**config.mk**
```make
export PLATFORM = sky130hd
export DESIGN_NAME = dsp_mem_decoder
export DESIGN_NICKNAME = d
export VERILOG_FILES = /design/src/rtl/dmd_pkg.sv /design/src/rtl/dmd_spi_rx.sv /design/src/rtl/dmd_cfg_reg.sv /design/src/rtl/dmd_select.sv /design/src/rtl/dsp_mem_decoder.sv
export SDC_FILE = /design/constraint.sdc
export NUM_CORES = 1
export LEC_CHECK = 0
export BUFFER_PORTS_ARGS = -buffer_cell sky130_fd_sc_hd__buf_4
export CAP_MARGIN = 30
export CORE_MARGIN = 2
export CORE_UTILIZATION = 30
export CTS_BUF_LIST = sky130_fd_sc_hd__clkbuf_4 sky130_fd_sc_hd__clkbuf_8
export CTS_CLUSTER_DIAMETER = 60
export CTS_CLUSTER_SIZE = 20
export DETAILED_ROUTE_END_ITERATION = 10
export GPL_ROUTABILITY_DRIVEN = 0
export PLACE_DENSITY = 0.61
export SETUP_SLACK_MARGIN = 0.4
export SLEW_MARGIN = 20
export SYNTH_ARGS = -nofsm -noshare
export SYNTH_HDL_FRONTEND = slang
export SYNTH_SLANG_ARGS = --single-unit
```
**constraint.sdc**
```tcl
create_clock -name clk_i -period 2.15 [get_ports clk_i]
set_input_delay 0.43 -clock clk_i [delete_from_list [all_inputs] [get_ports clk_i]]
set_output_delay 0.43 -clock clk_i [all_outputs]
set_load 0.005 [all_outputs]
```
**src/rtl/dmd_pkg.sv**
```systemverilog
package dmd_pkg;
  localparam int ADDR_W  = 16;
  localparam int FRAME_W = 8;
  localparam int BANK_W  = 3;
  localparam int EN_BIT  = 7;

  typedef enum logic [1:0] {
    SP_NONE = 2'd0,
    SP_PROG = 2'd1,
    SP_X    = 2'd2,
    SP_Y    = 2'd3
  } space_e;

  typedef struct packed {
    logic              and_en;
    logic [BANK_W-1:0] bank;
  } cfg_t;
endpackage

```
**src/rtl/dmd_spi_rx.sv**
```systemverilog
module dmd_spi_rx #(
  parameter int FRAME_W     = 8,
  parameter int SYNC_STAGES = 2
) (
  input  logic               clk_i,
  input  logic               rst_ni,
  input  logic               sck_i,
  input  logic               cs_ni,
  input  logic               mosi_i,
  output logic               commit_o,
  output logic [FRAME_W-1:0] frame_o
);
  localparam int CNT_W = $clog2(FRAME_W + 1);
  localparam logic [CNT_W-1:0] FULL = CNT_W'(FRAME_W);

  // synchronizer chains: [0]=sck [1]=cs [2]=mosi
  logic [2:0] sync_q [SYNC_STAGES];
  for (genvar s = 0; s < SYNC_STAGES; s++) begin : g_sync
    always_ff @(posedge clk_i or negedge rst_ni) begin
      if (!rst_ni) sync_q[s] <= 3'b010;
      else if (s == 0) sync_q[s] <= {mosi_i, cs_ni, sck_i};
      else sync_q[s] <= sync_q[(s > 0) ? s - 1 : 0];
    end
  end

  logic sck_s, cs_s, mosi_s;
  assign {mosi_s, cs_s, sck_s} = sync_q[SYNC_STAGES-1];

  logic sck_q, cs_q;
  logic [FRAME_W-1:0] shift_q;
  logic [CNT_W-1:0]   cnt_q;

  logic sck_rise, cs_rise;
  assign sck_rise = sck_s & ~sck_q & ~cs_s;
  assign cs_rise  = cs_s & ~cs_q;

  always_ff @(posedge clk_i or negedge rst_ni) begin
    if (!rst_ni) begin
      sck_q   <= 1'b0;
      cs_q    <= 1'b1;
      shift_q <= '0;
      cnt_q   <= '0;
    end else begin
      sck_q <= sck_s;
      cs_q  <= cs_s;
      if (cs_s) begin
        cnt_q <= '0;
      end else if (sck_rise) begin
        shift_q <= {shift_q[FRAME_W-2:0], mosi_s};
        if (cnt_q != FULL) cnt_q <= cnt_q + 1'b1;
      end
    end
  end

  assign commit_o = cs_rise & (cnt_q == FULL);
  assign frame_o  = shift_q;
endmodule

```
**src/rtl/dmd_cfg_reg.sv**
```systemverilog
module dmd_cfg_reg
  import dmd_pkg::*;
#(
  parameter int FRAME_W = 8,
  parameter int BANK_W  = 3,
  parameter int EN_BIT  = 7
) (
  input  logic               clk_i,
  input  logic               rst_ni,
  input  logic               commit_i,
  input  logic [FRAME_W-1:0] frame_i,
  output logic               and_en_o,
  output logic [BANK_W-1:0]  bank_o
);
  always_ff @(posedge clk_i or negedge rst_ni) begin
    if (!rst_ni) begin
      and_en_o <= 1'b0;
      bank_o   <= '0;
    end else if (commit_i) begin
      and_en_o <= frame_i[EN_BIT];
      bank_o   <= frame_i[BANK_W-1:0];
    end
  end
endmodule

```
**src/rtl/dmd_select.sv**
```systemverilog
module dmd_select
  import dmd_pkg::*;
#(
  parameter int ADDR_W = 16
) (
  input  logic              ps_ni,
  input  logic              ds_ni,
  input  logic              xy_i,
  input  logic              rd_ni,
  input  logic              wr_ni,
  input  logic [ADDR_W-1:0] addr_i,
  input  logic              and_en_i,
  output logic              ram_and_sel_no,
  output logic              ram_or_sel_no,
  output logic              flash_sel_no
);
  localparam int A_HI = ADDR_W - 1;
  localparam int A_MD = ADDR_W - 2;
  localparam int A_LO = ADDR_W - 3;

  space_e space;
  always_comb begin
    if (!ps_ni)      space = SP_PROG;   // program strobe wins
    else if (!ds_ni) space = xy_i ? SP_X : SP_Y;
    else             space = SP_NONE;
  end

  logic access;
  assign access = (space != SP_NONE) & (~rd_ni | ~wr_ni);

  always_comb begin
    ram_or_sel_no  = ~(access & (addr_i[A_MD] | addr_i[A_LO]));
    ram_and_sel_no = ~(access & and_en_i & addr_i[A_MD] & addr_i[A_LO]);
    flash_sel_no   = ~(access & (space == SP_PROG) & addr_i[A_HI]
                       & ~(addr_i[A_MD] ^ addr_i[A_LO]));
  end
endmodule

```
**src/rtl/dsp_mem_decoder.sv**
```systemverilog
module dsp_mem_decoder
  import dmd_pkg::*;
#(
  parameter int SYNC_STAGES = 2
) (
  input  logic              clk_i,
  input  logic              rst_ni,
  input  logic              spi_sck_i,
  input  logic              spi_cs_ni,
  input  logic              spi_mosi_i,
  input  logic [ADDR_W-1:0] addr_i,
  input  logic              ps_ni,
  input  logic              ds_ni,
  input  logic              xy_i,
  input  logic              rd_ni,
  input  logic              wr_ni,
  output logic              ram_and_sel_no,
  output logic              ram_or_sel_no,
  output logic              flash_sel_no,
  output logic [BANK_W-1:0] bank_o
);
  logic               commit;
  logic [FRAME_W-1:0] frame;
  cfg_t               cfg;

  dmd_spi_rx #(.FRAME_W(FRAME_W), .SYNC_STAGES(SYNC_STAGES)) u_rx (
    .clk_i    (clk_i),
    .rst_ni   (rst_ni),
    .sck_i    (spi_sck_i),
    .cs_ni    (spi_cs_ni),
    .mosi_i   (spi_mosi_i),
    .commit_o (commit),
    .frame_o  (frame)
  );

  dmd_cfg_reg #(.FRAME_W(FRAME_W), .BANK_W(BANK_W), .EN_BIT(EN_BIT)) u_cfg (
    .clk_i    (clk_i),
    .rst_ni   (rst_ni),
    .commit_i (commit),
    .frame_i  (frame),
    .and_en_o (cfg.and_en),
    .bank_o   (cfg.bank)
  );

  dmd_select #(.ADDR_W(ADDR_W)) u_sel (
    .ps_ni          (ps_ni),
    .ds_ni          (ds_ni),
    .xy_i           (xy_i),
    .rd_ni          (rd_ni),
    .wr_ni          (wr_ni),
    .addr_i         (addr_i),
    .and_en_i       (cfg.and_en),
    .ram_and_sel_no (ram_and_sel_no),
    .ram_or_sel_no  (ram_or_sel_no),
    .flash_sel_no   (flash_sel_no)
  );

  assign bank_o = cfg.bank;
endmodule

```
Word level (Yosys, flattened, before mapping)
Index checks and enable logic that the tools add are counted.
W data, S select, Z words.
- bitwise logic cells: 24
- add/subtract/negate cells: 1
- eq/ne operators: 3
- reduce and logical (&&, ||, !) cells: 5
- multiplexer cells: 6
- operator list (kind ; number):
    $and A1 B1 Y1 ; 12
    $mux W4 ; 3
    $not A1 Y1 ; 9
    $reduce_bool A2 Y1 ; 3
    $add A4 B1 Y4 const B ; 1
    $eq A4 B4 Y1 const B ; 1
    $mux W2 ; 2
    $ne A4 B4 Y1 const B ; 1
    $reduce_and A2 Y1 ; 2
    $eq A2 B1 Y1 const B ; 1
    $or A1 B1 Y1 ; 2
    $mux W1 ; 1
    $xor A1 B1 Y1 ; 1
- flip-flop bits (word level): 24
- input bits: 26

Longest topological paths before layout
Gate-level depths: netlist of the first run.
- depth in word-level cells: 9
- mapped depth: 5
- depth with buffers taken out: 5

By module
Synthesis of the first run repeated with hierarchy kept, for this count alone.
- cells, all modules: 68
- area, all modules: 967.2 um2
- modules (own cells, without submodules) (module ; cells an instance ; area each (um2) ; seq. area each (um2) ; instances):
    dmd_spi_rx ; 52 ; 768.2 ; 504.2 ; 1
    dmd_cfg_reg ; 8 ; 145.1 ; 100.1 ; 1
    dmd_select ; 8 ; 53.8 ; 0.0 ; 1

Least setup slack after synthesis of the first run
No wires, ideal clock.
- path type: register -> register
- start: reg u_rx.cnt_q[0]
- end: reg u_cfg.and_en_o
- library setup time: 125 ps
- stages on the path, launching flop included: 6
- path buffers: 0
- arrival: 1351 ps
- slack: 674 ps
- data required time: 2025 ps
- cells stage by stage: dfrtp_1 > inv_1 > ha_1 > nand2_2 > nor4b_4 > mux2_2
- cells in the longest elaborated chain, start to end: 2
- RTL lines (what ; RTL line ; RTL):
    start: declaration ; dmd_spi_rx.sv:31 ; logic [CNT_W-1:0] cnt_q;
    start signal: assignment ; dmd_spi_rx.sv:50 ; if (cnt_q != FULL) cnt_q <= cnt_q + 1'b1;
    $eq A4 B4 Y1 ; dmd_spi_rx.sv:55 ; assign commit_o = cs_rise & (cnt_q == FULL);
    $and A1 B1 Y1 ; dmd_spi_rx.sv:55 ;
    end signal: assignment ; dmd_cfg_reg.sv:20 ; and_en_o <= frame_i[EN_BIT];
    end: declaration ; dmd_cfg_reg.sv:12 ; output logic and_en_o,
Every way passes these cells.
A chain may end at the register's enable or synchronous reset.

Worst setup path after layout of the first run
- start: reg u_rx.cnt_q[0]
- end: reg u_cfg.bank_o[1]
- cells in the longest elaborated chain, start to end: 2
- RTL lines (what ; RTL line ; RTL):
    $eq A4 B4 Y1 ; dmd_spi_rx.sv:55 ;
    $and A1 B1 Y1 ; dmd_spi_rx.sv:55 ;
    end signal: assignment ; dmd_cfg_reg.sv:21 ; bank_o <= frame_i[BANK_W-1:0];
    end: declaration ; dmd_cfg_reg.sv:13 ; output logic [BANK_W-1:0] bank_o
Every way passes these cells.

==> impl_metrics.json, run 1 <==
{
  "status": "completed",
  "wl_um": 1443,
  "period_minus_slack_ns": 1.624,
  "fin_crit_sh": 0.7552,
  "antenna_cells": 0,
  "p_per_area_nw_per_um2": 735.6,
  "cp-end-kind": "flop",
  "path_cells": "inv_1 -> ha_1 -> nand2_2 -> nor4b_4 -> mux2_2",
  "ys_seq_elements": 24,
  "final_cell_mix": "21 x dfrtp_1, 17 x buf_4, 13 x mux2_2",
  "worstSetupPathType": "reg2reg",
  "cp.arrival_ns": 1.83,
  "grt_first_pass_wirelength_um": 2394,
  "pwr-share-clk": 0.231,
  "wl_met2_um": 678,
  "detail_route.drc_violations": 0,
  "cap_violations": 0,
  "syn_to_final_growth_pct": 22.08,
  "syn_area_per_cell_sq_um": 14.33,
  "yosys.area_share.adder": 0.03851,
  "p_int_w": 0.0006822,
  "drive_gt1_frac": 0.4607,
  "slew_headroom": 0.7437,
  "startpoint": "u_rx.cnt_q[0]$_DFFE_PN0P_",
  "first_global_vias": 580,
  "cts_tree": "done",
  "die_w_um": 61,
  "p_switching_w": 0.0001930,
  "synthesis.area_sq_um": 974.7,
  "finalSetupViolCount": 0,
  "syn_nets": 97,
  "synth_top_family_by_area": "multiplexers",
  "clock_latency_ns": 0.30,
  "antenna_found_initial": 0,
  "hp-start": "spi_cs_ni",
  "netlist_instances": 68,
  "vias_per_cell": 4.301,
  "cts-resized-gates": 0,
  "rsz0062_at_grt": "false",
  "root_buffer": "clkbuf_4",
  "h-tree-depth": 1,
  "slew_violations": 0,
  "dr.max_layer_used": "met4",
  "numPortBuffers": 17,
  "fp-row-count": 20,
  "drtIter0Drc": 10,
  "cts_max_path_buffers": 2,
  "pre_cts_ws_ns": 0.5080,
  "p_leak_nw": 0.5524,
  "critPathSlowestCell": "dfrtp_1",
  "grt.total_usage": 0.09087,
  "worstSetupStartpointType": "flop",
  "layout_commonest_cell": "dfrtp_1",
  "worst_slew_pin_slew_ns": 0.3828,
  "cp_max_fo": 4,
  "hpwl_um": 1079,
  "yosys_warnings": 0,
  "grt_max_degree": 25,
  "synth_cell_types": 20,
  "synth_xor_area_frac": 0,
  "io_pins": 32,
  "grt_overflow": 0,
  "met1Wirelength_um": 645,
  "cts_sinks": 24,
  "cts_buffers": 3,
  "pwr-share-comb": 0.128,
  "nets": 119,
  "ys_seq_area_frac": 0.6200,
  "synth_compound_area_frac": 0.03338,
  "min-delay-path-class": "in2reg",
  "dr.pass1.iters": 4,
  "synthMuxAreaShare": 0.1707,
  "p_sw_frac": 0.2205,
  "dr_total_vias": 572,
  "finalHoldViolations": 0,
  "required_ns": 2.35,
  "setup_tns_ns": 0,
  "path_clk_slew_ns": 0.12,
  "design.core.area_sq_um": 3078,
  "fin_skew_ns": 0.008525,
  "fillers": 311,
  "reg2reg_from": "u_rx.cnt_q[0]$_DFFE_PN0P_",
  "yosys.area_share.simple": 0.1142,
  "layout_setup_ws_ns": 0.5264,
  "die_h_um": 61,
  "critical-path-max-stage-delay_ns": 0.43,
  "seqPwrFrac": 0.641,
  "clock.fmax_ghz": 0.6159,
  "vdd_drop_max_mv": 0.4515,
  "antenna_left": 0,
  "start_util": 0.3167,
  "die_area_sq_um": 3721,
  "post_drt_wl_per_cell_um": 10.85,
  "wl_met3_um": 101
}
==> routing by layer <==
| layer | up-vias | global-route usage |
|---|---|---|
| met4 | 0 | 0.06522 |
| met5 | - | 0 |
| met3 | 2 | 0.01279 |
| met2 | 19 | 0.1598 |
| met1 | 273 | 0.09959 |
| li1 | 278 | - |
==> layout make-up <==
class / instances / area (sq um) / area share
clock buffer: 4 / 30.03 / 0.02524
inverter: 4 / 15.01 / 0.01262
multi-input combinational: 39 / 347.8 / 0.2923
sequential: 24 / 604.3 / 0.5079
tap: 44 / 55.05 / 0.04627
timing repair buffer: 18 / 137.6 / 0.1157
==> cell families after synthesis <==
logic type | count (synthesis)
AO/OA/AOI/OAI | 5
adder cells (fa/ha/maj) | 3
buffers and inverters | 5
flip-flops | 24
multiplexers | 15
AND/OR/NAND/NOR | 16
==> registers in the layout, indices dropped and copies added (netlist names) <==
name	flops
u_rx.sck_s	1
u_rx.cs_q	1
u_cfg.bank_o	3
u_rx.cs_s	1
u_rx.sync_q	3
u_rx.cnt_q	4
u_rx.sck_q	1
u_cfg.and_en_o	1
u_rx.mosi_s	1
u_rx.frame_o	8
==> metrics by stage <==
stage	cell area (sq um)	instances	hold WS, ns	util	total power (W)
detailed placement	1150	128	0.3415	0.3736	0.0006858
global placement	1150	128	0.3351	0.3736	0.0006766
global route	1190	133	0.1962	0.3866	0.0009388
CTS	1190	133	0.2106	0.3866	0.0008969
floorplan	974.7	68	0.1344	-	0.0006364
finish	1190	133	0.2308	0.3866	0.0008753
==> path summary, 6_finish.rpt <==
check / to / cells past startpoint / slack (ns)
max: u_cfg.bank_o[1]$_DFFE_PN0P_ / 5 / 0.53
min: u_rx.sync_q[4]$_DFF_PN1_ / 1 / 0.23
max reg2reg: u_cfg.bank_o[1]$_DFFE_PN0P_ / 5 / 0.53
min reg2reg: u_rx.mosi_s$_DFF_PN0_ / 0 / 0.37
max in group asynchronous: u_rx.cs_s$_DFF_PN1_ / 2 / 1.33
min in group asynchronous: u_cfg.bank_o[2]$_DFFE_PN0P_ / 2 / 0.53
==> cell usage after synthesis <==
cell type,count,area (sq um)
a21oi_1,2,10.01
a22oi_1,1,7.510
buf_4,1,7.510
dfrtp_1,21,525.5
dfstp_2,3,78.83
ha_1,3,37.54
inv_1,4,15.01
mux2_2,13,146.4
mux2i_1,2,20.02
nand2_2,1,6.260
nand2b_1,4,25.02
nand3_1,2,10.01
nand3b_1,1,7.510
nand4_1,1,6.260
nor2_1,4,15.01
nor2_4,1,11.26
nor4b_4,1,23.77
o21ai_0,1,5.000
o21ba_2,1,10.01
or3_1,1,6.260
==> what timing repair did <==
action	in CTS	in global routing
endpoints found under the hold margin	21	0
buffers inserted	0	0
setup endpoints to repair	0	0
hold buffers	1	0
==> power by group through the flow <==
stage | logic [W] | registers (W) | clock network, W
after floorplan | 0.0000793 | 0.000557 | 0
after global placement | 0.000108 | 0.000568 | 0
after detailed placement | 0.000114 | 0.000571 | 0
after global routing | 0.000126 | 0.000572 | 0.000241
after CTS | 0.000116 | 0.000562 | 0.000219
final | 0.000112 | 0.000561 | 0.000202
==> worst max-delay path, delay by kind of cell, from the launching register on <==
family | cells | cell delay, ns
AND/OR/NAND/NOR | 2 | 0.45
flip-flops | 1 | 0.43
multiplexers | 1 | 0.38
adder cells (fa/ha/maj) | 1 | 0.18
buffers and inverters | 1 | 0.09
Note: power is estimated with default switching activity, not from simulation.
==> run 2, diff against run 1 <==
--- a/config.mk
+++ b/config.mk
@@ -14,7 +14,7 @@
 export CTS_CLUSTER_SIZE = 20
 export DETAILED_ROUTE_END_ITERATION = 10
 export GPL_ROUTABILITY_DRIVEN = 0
-export PLACE_DENSITY = 0.61
+export PLACE_DENSITY = 0.63
 export SETUP_SLACK_MARGIN = 0.4
 export SLEW_MARGIN = 20
 export SYNTH_ARGS = -nofsm -noshare
==> constraint.sdc (replaced) <==
create_clock -name clk_i -period 1.4 [get_ports clk_i]
set_input_delay 0.28 -clock clk_i [delete_from_list [all_inputs] [get_ports clk_i]]
set_output_delay 0.28 -clock clk_i [all_outputs]
set_load 0.005 [all_outputs]
==> impl_metrics.json, run 2 (synthesis gave the netlist of run 1 again) <==
{
  "status": "finished, violations left",
  "violations": "negative setup slack",
  "antenna_left": 0,
  "period_minus_slack_ns": 1.477,
  "cts_tree": "done",
  "seqPwrFrac": 0.580,
  "dr.pass1.iters": 4,
  "hpwl_um": 1176,
  "final_cell_mix": "21 x dfrtp_1, 18 x buf_4, 12 x mux2_4, 9 x buf_6",
  "finalPower_w": 0.001506,
  "timing.hold.ws_ns": 0.07143,
  "crit_buf_inv": 2,
  "critPathSlowestCell": "dfrtp_1",
  "worstSetupPathType": "reg2reg",
  "cp-end-kind": "flop",
  "cts_max_path_buffers": 2,
  "slew_headroom": 0.8044,
  "largest_register_ffs": 8,
  "cp_max_fo": 4,
  "numPortBuffers": 17,
  "path_cells": "inv_2 -> ha_4 -> nand2_4 -> nor4b_4 -> buf_6 -> mux2_4",
  "antenna_cells": 0,
  "post_drt_wl_per_cell_um": 11.38,
  "path_clk_slew_ns": 0.12,
  "cts_sinks": 24,
  "cap_violations": 0,
  "drive_gt1_frac": 0.6238,
  "p_per_area_nw_per_um2": 1042,
  "grt_max_degree": 25,
  "design.core.area_sq_um": 3078,
  "p_sw_frac": 0.2238,
  "cts_buffers": 3,
  "vias_per_cell": 4.448,
  "p_leak_nw": 0.6681,
  "finalHoldViolations": 0,
  "worst_slew_pin_slew_ns": 0.2934,
  "antenna_found_initial": 0,
  "pwr-share-comb": 0.189,
  "p_switching_w": 0.0003370,
  "worstSetupStartpointType": "flop",
  "hold_depth": 1,
  "detail_route.drc_violations": 0,
  "p_int_w": 0.001169,
  "io_pins": 32,
  "h-tree-depth": 1,
  "grt_overflow": 0,
  "nets": 131,
  "crit_cells": 6,
  "cp.arrival_ns": 1.68,
  "drtIter0Drc": 4,
  "vdd_drop_max_mv": 0.7600,
  "pwr-share-clk": 0.231,
  "start_util": 0.3167,
  "grt.total_usage": 0.1082,
  "grt_first_pass_wirelength_um": 2918,
  "layout_commonest_cell": "dfrtp_1",
  "reg2reg_depth": 6,
  "die_area_sq_um": 3721,
  "clock.fmax_ghz": 0.6772,
  "dr_total_vias": 645,
  "die_w_um": 61,
  "rsz0062_at_grt": "true",
  "slew_violations": 0,
  "finalSetupViolCount": 4,
  "min-delay-path-class": "in2reg",
  "clock_latency_ns": 0.30,
  "fp-row-count": 20,
  "crit_family": "flip-flops",
  "fin_skew_ns": 0.0008732,
  "required_ns": 1.60,
  "fin_crit_sh": 1.055,
  "layout_setup_ws_ns": -0.07677,
  "critical-path-max-stage-delay_ns": 0.41,
  "die_h_um": 61,
  "syn_to_final_growth_pct": 48.27,
  "wl_um": 1650,
  "first_global_vias": 723,
  "root_buffer": "clkbuf_4"
}
==> run 2: cell count changes in the layout (fill, tap and decap cells not counted), sizes merged <==
cell / delta
buf: +12
==> run 2: per-stage QoR <==
step	setup WS [ns]	utilization	area (sq um)	TNS [ns]	instances
2_1_floorplan	-0.07619	-	1027	-0.3048	68
3_3_place_gp	-0.1283	0.4077	1255	-0.5397	135
3_5_place_dp	-0.1551	0.4077	1255	-0.6647	135
4_1_cts	-0.09372	0.4650	1431	-0.3740	144
5_1_grt	-0.1461	0.4695	1445	-0.5894	145
6_report	-0.07677	0.4695	1445	-0.2988	145
==> run 2: timing repair <==
item | 4_1_cts | 5_1_grt
hold buffers | 1 | 0
endpoints found under the setup margin | 22 | 22
pin swaps | 7 | 1
gates cloned | 0 | 0
resized for setup | 24 | 2
endpoints found under the hold margin | 21 | 0
setup buffers | 4 | 1
==> run 2: worst paths after layout <==
| check | startpoint | to | slack [ns] |
|---|---|---|---|
| max | u_rx.cnt_q[0]$_DFFE_PN0P_ | u_cfg.bank_o[0]$_DFFE_PN0P_ | -0.08 |
| min | spi_cs_ni | u_rx.sync_q[4]$_DFF_PN1_ | 0.07 |
| max reg2reg | u_rx.cnt_q[0]$_DFFE_PN0P_ | u_cfg.bank_o[0]$_DFFE_PN0P_ | -0.08 |
| min reg2reg | u_rx.sync_q[3]$_DFF_PN0_ | u_rx.sck_s$_DFF_PN0_ | 0.36 |
| max in group asynchronous | rst_ni | u_rx.cs_q$_DFF_PN1_ | 0.73 |
| min in group asynchronous | rst_ni | u_cfg.bank_o[2]$_DFFE_PN0P_ | 0.39 |
==> run 2: power by group through the flow <==
stage | registers (W) | logic, W | clock network (W)
floorplan | 0.000864 | 0.000182 | 0
global placement | 0.000879 | 0.000243 | 0
detailed placement | 0.000884 | 0.000252 | 0
CTS | 0.000876 | 0.000287 | 0.000365
global route | 0.000890 | 0.000314 | 0.000388
finish | 0.000873 | 0.000285 | 0.000348
==> run 2: area by class of cell <==
cell class	instances	area [sq um]
clock buffers	4	36.28
fillers	282	1633
inverters	4	20.02
multi-input cells	39	447.9
flip-flops and latches	24	604.3
well taps	44	55.05
repair buffers	30	281.5
==> run 2: metal layers <==
layer	up-vias	track usage	wire length, um
met1	323	0.1294	786
li1	302	-	-
met3	2	0.02132	64
met2	18	0.1828	782
met5	-	0	0
met4	0	0.05901	17
==> run 2: worst register-to-register path: cells and delay by family (launching register included) <==
| kind | cells | cell delay, ns |
|---|---|---|
| adder cells (fa/ha/maj) | 1 | 0.14 |
| buffers and inverters | 2 | 0.25 |
| flip-flops | 1 | 0.41 |
| multiplexers | 1 | 0.30 |
| AND/OR/NAND/NOR | 2 | 0.27 |
==> run 3, diff against run 2 <==
--- a/config.mk
+++ b/config.mk
@@ -7,7 +7,6 @@
 export LEC_CHECK = 0
 export BUFFER_PORTS_ARGS = -buffer_cell sky130_fd_sc_hd__buf_4
 export CAP_MARGIN = 30
-export CORE_MARGIN = 2
 export CORE_UTILIZATION = 30
 export CTS_BUF_LIST = sky130_fd_sc_hd__clkbuf_4 sky130_fd_sc_hd__clkbuf_8
 export CTS_CLUSTER_DIAMETER = 60
==> impl_metrics.json, run 3 (synthesis gave the netlist of run 1 again) <==
{
  "status": "finished, violations left",
  "violations": "negative setup slack",
  "cp_max_fo": 4,
  "root_buffer": "clkbuf_4",
  "fin_util": 0.4748,
  "vias_per_cell": 4.281,
  "p_leak_nw": 0.6713,
  "h-tree-depth": 1,
  "io_pins": 32,
  "largest_register_ffs": 8,
  "pwr-share-comb": 0.189,
  "grt_first_pass_wirelength_um": 2787,
  "cts_sinks": 24,
  "pwr-share-clk": 0.235,
  "clock_latency_ns": 0.31,
  "startpoint": "u_rx.cnt_q[0]$_DFFE_PN0P_",
  "post_drt_wl_per_cell_um": 11.53,
  "die_area_sq_um": 3481,
  "fillers": 284,
  "pre_cts_ws_ns": -0.1598,
  "multi_input_area_sq_um": 456.7,
  "finalSetupViolCount": 4,
  "fp-row-count": 20,
  "die_h_um": 59,
  "grt.total_usage": 0.1121,
  "antenna_left": 0,
  "drtIter0Drc": 0,
  "cp.arrival_ns": 1.68,
  "grt_max_degree": 25,
  "dr.pass1.iters": 1,
  "finalHoldViolations": 0,
  "p_per_area_nw_per_um2": 1040,
  "design.core.area_sq_um": 3078,
  "seqPwrFrac": 0.576,
  "p_int_w": 0.001168,
  "reg2reg_slack_ns": -0.07,
  "cts_buffers": 3,
  "min-delay-path-class": "in2reg",
  "numPortBuffers": 17,
  "cts_tree": "done",
  "worst_slew_pin_slew_ns": 0.2932,
  "worstSetupStartpointType": "flop",
  "required_ns": 1.61,
  "wl_um": 1683,
  "first_global_vias": 663,
  "clock.fmax_ghz": 0.6780,
  "fin_crit_sh": 1.054,
  "die_w_um": 59,
  "start_util": 0.3167,
  "drive_gt1_frac": 0.6275,
  "reg2reg_from": "u_rx.cnt_q[0]$_DFFE_PN0P_",
  "slew_violations": 0,
  "antenna_cells": 0,
  "hpwl_um": 1161,
  "cap_violations": 0,
  "regArea_sq_um": 604.3,
  "antenna_found_initial": 0,
  "final_cell_mix": "21 x dfrtp_1, 19 x buf_4, 12 x mux2_4, 9 x buf_6",
  "layout_commonest_cell": "dfrtp_1",
  "cp-end-kind": "flop",
  "grt_overflow": 0,
  "detail_route.drc_violations": 0,
  "worstSetupPathType": "reg2reg",
  "dr_total_vias": 625,
  "p_switching_w": 0.0003511,
  "cts_max_path_buffers": 2,
  "nets": 132,
  "path_clk_slew_ns": 0.12,
  "slew_headroom": 0.8045,
  "vdd_drop_max_mv": 0.6992,
  "fin_skew_ns": 0.003669,
  "rsz0062_at_grt": "true",
  "syn_to_final_growth_pct": 49.94,
  "p_sw_frac": 0.2311,
  "period_minus_slack_ns": 1.475,
  "hp-start": "spi_cs_ni",
  "layout_setup_ws_ns": -0.07494
}
[run 3: changes by cell type in the layout (fill, tap and decap cells not counted)]
| cell | delta |
|---|---|
| ha_1 | -1 |
| buf_4 | +1 |
| a21oi_2 | -1 |
| a21oi_1 | +1 |
| ha_4 | +1 |
[run 3: per-layer routing]
layer	wire length, um	global-route usage
met2	764	0.1802
met4	34	0.06803
met3	55	0.02838
met5	0	0
met1	828	0.1355
[run 3: path summary, 6_finish.rpt]
kind                                                     to  cells past startpoint
worst max-delay path            u_cfg.bank_o[0]$_DFFE_PN0P_                      6
worst min-delay path               u_rx.sync_q[4]$_DFF_PN1_                      1
worst max register to register  u_cfg.bank_o[0]$_DFFE_PN0P_                      6
worst min register to register         u_rx.sck_s$_DFF_PN0_                      0
max in group asynchronous          u_rx.sync_q[4]$_DFF_PN1_                      2
min in group asynchronous       u_cfg.bank_o[1]$_DFFE_PN0P_                      2
[run 3: final cells by class]
class | count | share of cell area
inverter | 4 | 0.01370
sequential | 24 | 0.4135
timing repair buffer | 31 | 0.1978
tap | 44 | 0.03767
multi-input combinational | 39 | 0.3125
clock buffer | 4 | 0.02483
[run 3: repair_timing]
| item | CTS | global route |
|---|---|---|
| pin swaps | 7 | 1 |
| hold buffers | 1 | 0 |
| setup endpoints to repair | 22 | 22 |
| hold endpoints to repair | 21 | 0 |
| setup buffers | 5 | 1 |
| resized for setup | 27 | 0 |
[run 3: power by group through the flow]
stage	Clock (W)	Combinational [W]	Sequential, W
2_1_floorplan	0	0.000182	0.000864
3_3_place_gp	0	0.000243	0.000879
3_5_place_dp	0	0.000251	0.000886
4_1_cts	0.000368	0.000288	0.000877
5_1_grt	0.000397	0.000312	0.000888
6_report	0.000357	0.000287	0.000875
[run 3: critical path, cell delays in order, from the launching register on]
cell and delay, ns:
dfrtp_1 0.41, inv_2 0.08, ha_4 0.14, nand2_4 0.06, nor4b_4 0.22, buf_6 0.16, mux2_4 0.30
[run 3: per-stage QoR]
step	instances	TNS, ns	area, sq um	power, W	hold WS [ns]
6_report	146	-0.2769	1461	0.001519	0.06616
3_3_place_gp	135	-0.5380	1255	0.001122	0.1856
5_1_grt	146	-0.5537	1461	0.001598	0.03581
3_5_place_dp	135	-0.6675	1255	0.001137	0.1930
2_1_floorplan	68	-0.3048	1027	0.001046	-0.01559
4_1_cts	145	-0.3180	1454	0.001533	0.05456
